<file path="src/rtl/clkoe_pkg.sv">
`timescale 1ns/1ps
package clkoe_pkg;

    // Per-output gate state
    typedef enum logic {
        CH_IDLE = 1'b0,
        CH_RUN  = 1'b1
    } chan_state_t;

    // Format bit encoding
    localparam logic FMT_SINGLE = 1'b0;
    localparam logic FMT_DIFF   = 1'b1;

endpackage

</file>
<file path="src/rtl/clkoe_sync.sv">
`timescale 1ns/1ps
// Falling-edge synchronizer chain for one enable bit.
module clkoe_sync #(
    parameter int STAGES = 1
) (
    input  logic clk,
    input  logic rst_n,
    input  logic d,
    output logic q
);

    generate
        if (STAGES <= 1) begin : g_single
            logic stage_q;
            always_ff @(negedge clk or negedge rst_n) begin
                if (!rst_n) stage_q <= 1'b0;
                else        stage_q <= d;
            end
            assign q = stage_q;
        end else begin : g_chain
            logic [STAGES-1:0] chain_q;
            always_ff @(negedge clk or negedge rst_n) begin
                if (!rst_n) chain_q <= '0;
                else        chain_q <= {chain_q[STAGES-2:0], d};
            end
            assign q = chain_q[STAGES-1];
        end
    endgenerate

endmodule

</file>
<file path="src/rtl/clkoe_chan.sv">
`timescale 1ns/1ps
// One output copy: synchronizer, gate state machine, output levels.
module clkoe_chan
    import clkoe_pkg::*;
#(
    parameter int SYNC_DEPTH = 2
) (
    input  logic clk,
    input  logic rst_n,
    input  logic en_raw,
    input  logic fmt_bit,
    output logic q_true,
    output logic q_comp
);

    localparam int CHAIN_LEN = (SYNC_DEPTH > 1) ? SYNC_DEPTH - 1 : 1;

    logic        en_sync;
    chan_state_t state_q;
    chan_state_t state_d;

    clkoe_sync #(
        .STAGES (CHAIN_LEN)
    ) u_sync (
        .clk   (clk),
        .rst_n (rst_n),
        .d     (en_raw),
        .q     (en_sync)
    );

    // State register: moves only while the clock falls
    always_ff @(negedge clk or negedge rst_n) begin
        if (!rst_n) state_q <= CH_IDLE;
        else        state_q <= state_d;
    end

    // Transitions: start and stop
    always_comb begin
        state_d = state_q;
        unique case (state_q)
            CH_IDLE: if (en_sync)  state_d = CH_RUN;
            CH_RUN:  if (!en_sync) state_d = CH_IDLE;
        endcase
    end

    // Output levels
    always_comb begin
        q_true = 1'b0;
        q_comp = 1'b0;
        unique case (state_q)
            CH_IDLE: begin
                q_true = 1'b0;
                q_comp = (fmt_bit == FMT_DIFF);
            end
            CH_RUN: begin
                q_true = clk;
                q_comp = ~clk;
            end
        endcase
    end

endmodule

</file>
<file path="src/rtl/clkoe_fanout.sv">
`timescale 1ns/1ps
// Clock fan-out with synchronous per-output enables.
module clkoe_fanout #(
    parameter int                  NUM_OUT    = 6,
    parameter int                  SYNC_DEPTH = 2,
    parameter logic [NUM_OUT-1:0]  FLOAT_MASK = '0
) (
    input  logic               clk,
    input  logic               rst_n,
    input  logic [NUM_OUT-1:0] oe,
    input  logic [NUM_OUT-1:0] fmt,
    output logic [NUM_OUT-1:0] q_true,
    output logic [NUM_OUT-1:0] q_comp
);

    generate
        for (genvar i = 0; i < NUM_OUT; i++) begin : g_out
            logic en_eff;
            assign en_eff = oe[i] | FLOAT_MASK[i];

            clkoe_chan #(
                .SYNC_DEPTH (SYNC_DEPTH)
            ) u_chan (
                .clk     (clk),
                .rst_n   (rst_n),
                .en_raw  (en_eff),
                .fmt_bit (fmt[i]),
                .q_true  (q_true[i]),
                .q_comp  (q_comp[i])
            );
        end
    endgenerate

endmodule

</file>
<file path="config.mk">
export PLATFORM = sky130hd
export DESIGN_NAME = clkoe_fanout
export DESIGN_NICKNAME = d
export VERILOG_FILES = /design/src/rtl/clkoe_pkg.sv /design/src/rtl/clkoe_sync.sv /design/src/rtl/clkoe_chan.sv /design/src/rtl/clkoe_fanout.sv
export SDC_FILE = /design/constraint.sdc
export NUM_CORES = 1
export LEC_CHECK = 0
export ABC_CLOCK_PERIOD_IN_PS = 1000
export BUFFER_PORTS_ARGS = -buffer_cell sky130_fd_sc_hd__buf_2
export CAP_MARGIN = 10
export CORE_ASPECT_RATIO = 1.2
export CORE_MARGIN = 8
export CORE_UTILIZATION = 24
export CTS_CLUSTER_DIAMETER = 150
export CTS_CLUSTER_SIZE = 20
export DETAILED_ROUTE_END_ITERATION = 16
export GPL_ROUTABILITY_DRIVEN = 1
export PLACE_DENSITY = 0.49
export SLEW_MARGIN = 25
export SYNTH_ARGS = -nofsm -noshare
export SYNTH_HDL_FRONTEND = slang
export SYNTH_SLANG_ARGS = --single-unit
</file>
<file path="constraint.sdc">
create_clock -name clk -period 1 [get_ports clk]
set_clock_uncertainty 0.15 [all_clocks]
set_input_delay 0.2 -clock clk [delete_from_list [all_inputs] [get_ports clk]]
set_output_delay 0.2 -clock clk [all_outputs]
set_load 0.05 [all_outputs]
</file>
# Yosys cells after proc, flatten, opt, wreduce, memory -nomap -nowiden
# Cells that the tools add are included.
# op_classes
muxes	18
n_bitwise	7
# ops
op	n
1-bit one-hot mux with 2 select lines	12
1-bit NOT	7
1-bit 2-to-1 mux	6
# word_totals
input_bits	14
reg_bits	12

# Logic depth before layout (Yosys ltp)
# depth
word_depth	2
depth_mapped	3
ltp_nobuf	2

# Modules after synthesis
# A second synthesis with hierarchy kept.
# hier_totals
cells_unflattened	30
area_unflattened_um2	427.9
# by_module_without_submodules
mod	cells_per_inst	area_per_inst_um2	n_inst	seq_area_each_um2
clkoe_chan	4	46.3	6	25.0
clkoe_sync	1	25.0	6	25.0

==> metrics.txt <==
Final nets=85; pin count of the biggest net entering global routing=13; CTS tree=done; Area growth, synth to finish=66.7%; die area=0.00391 mm^2; Non-Filler Instances=102; Lkg Pwr=0.453 nW; number of cells on the worst reg-to-reg path=0; max incr delay on CP=0.43 ns; Die X=58.4 um; Slew @ Worst Pin=0.258 ns; Slew headroom=82.8%; total chip power=3.96 mW; Final Hold Vio Count=12; first-pass GRT wire length=1.55 mm; Yosys warnings=0; share of post-route cells with drive strength above 1=69.4%; Clock Latency Late Sink=0.38 ns; drt first pass iters=2; Inst Count DP=85; Synth Cell Area=518 um^2; status=finished, violations left; vias per inst=3.64; Clock Pin Slew Worst Setup and Hold Paths=0.05 ns; total number of vias=371; crit-path max FO=2; DP Area=582 um^2; number of global-route vias before repair=515; syn_area_per_cell=12.0 um^2; register area=300 um^2; # DRC=0; die height=66.9 um; CP Class=flip-flop to primary output; RD Place Congestion=0.621; drt wl/cell=9.87 um; worst hold slack=-0.0871 ns; Row Count=18; power per cell area=4590 mW/mm^2; post-route cell area=863 um^2; final setup vio count=19; multi-input logic area=124 um^2; fillers=201; Worst Path Arrival=1.75 ns; Placeable Area=0.00205 mm^2; R2R Path End=g_out[2].u_chan.state_q$_DFF_NN0_; antenna-violating nets left=0; Synth Net Count=57; Slew Limit Fails=0; n_diodes=0; failing checks=negative hold slack, negative setup slack; Reg2Reg Launch Point=g_out[2].u_chan.u_sync.q$_DFF_NN0_; worst-path cell chain=mux2i_2 > buf_6; total global routing overflow=0; initial antenna violation count=0; Worst path slowest cell=dfrtn_1; sequential-to-total area share from yosys stat=58.0%; Setup WS post-layout=-1.10 ns; Max IR drop VDD=1620 uV; initial drt markers=2; I/O pin total=26; Worst Path Buf+Inv=1; WP data required=0.65 ns; initial core utilization=25.3%; r2r setup slk=0.38 ns; Hold Path Class=input pin to async pin; Yosys cell types=8; post-synthesis register bit count=12; RSZ-0062 raised after global routing=true; Setup crit start kind=flip-flop; CP Capture Type=primary output; Total Routing Usage GR=6.02%; cell family with most CP delay=flip-flops; routed wire length=1.01 mm; input/output buffers=25; Post-Synthesis Cells=43; max_cap viols=0
layer usage:
layer  vias up  track usage [%]  share of wire (%)
li1        173                -                  -
met1       160             2.77                 30
met2        32             5.11                 47
met3         6             8.48                 18
met4         0             14.4                5.3
met5         -                0                  0
per-stage QoR:
step	setup slack [ns]	hold slack (ns)	TNS, ns	util (%)
after floorplan	-0.620	0.142	-6.81	-
after global placement	-0.673	0.145	-8.19	28.4
after detailed placement	-0.677	0.148	-8.23	28.4
after CTS	-1.14	-0.0892	-12.45	40.2
after global routing	-1.18	-0.0891	-12.84	42.1
final	-1.10	-0.0871	-12.15	42.1
cell usage after synthesis:
cell type	count	area [um^2]
buf_6	1	11.3
inv_1	5	18.8
and2_4	1	8.76
buf_4	12	90.1
mux2i_1	5	50.1
and2_1	5	31.3
nor2_1	2	7.51
dfrtn_1	12	300
cell usage in the layout, fill, tap and decap left out, drive strengths merged:
master,count
clkinv,1
mux2i,5
buf,32
and2,6
dfrtn,12
inv,5
bufinv,1
clkbuf,8
nor2,2
logic make-up after synthesis:
group	after synthesis	synth area share, %
mux	5	9.66
flops	12	58.0
buf+inv	18	23.2
simple gates	8	9.18
repair_timing:
| action | in CTS | in global routing |
|---|---|---|
| buffers inserted | 0 | 3 |
| setup endpoints to repair | 19 | 19 |
| gates resized for setup | 34 | 8 |
| pin swaps | 2 | 2 |
| hold endpoints to repair | 12 | 12 |
flip-flops by register name, indices dropped and copies added, names as in the netlist:
register and cells:
g_out.u_chan.state_q 6, g_out.u_chan.u_sync.q 6
power breakdown:
group | internal (mW) | total [mW] | switching (mW)
logic | 0.0222 | 0.0421 | 0.0199
registers | 0.514 | 0.525 | 0.0106
clock network | 1.74 | 3.39 | 1.65
worst max path at each step:
stage / startpoint / endpoint / slack (ns) / depth (start not counted)
global placement: g_out[3].u_chan.state_q$_DFF_NN0_ / q_comp[3] / -0.67 / 2
global route: g_out[0].u_chan.state_q$_DFF_NN0_ / q_comp[0] / -1.18 / 2
finish: g_out[0].u_chan.state_q$_DFF_NN0_ / q_comp[0] / -1.10 / 2
floorplan: g_out[0].u_chan.state_q$_DFF_NN0_ / q_comp[0] / -0.62 / 2
detailed placement: g_out[3].u_chan.state_q$_DFF_NN0_ / q_comp[3] / -0.68 / 2
CTS: g_out[2].u_chan.state_q$_DFF_NN0_ / q_comp[2] / -1.14 / 4
final cells by class:
cell class | instances | area share [%]
multi-input combinational | 13 | 14.3
clock buffer | 26 | 33.5
tap | 30 | 4.35
timing repair buffer | 14 | 8.41
sequential | 12 | 34.8
clock inverter | 2 | 2.46
inverter | 5 | 2.17
(Power assumes the default switching activity.)
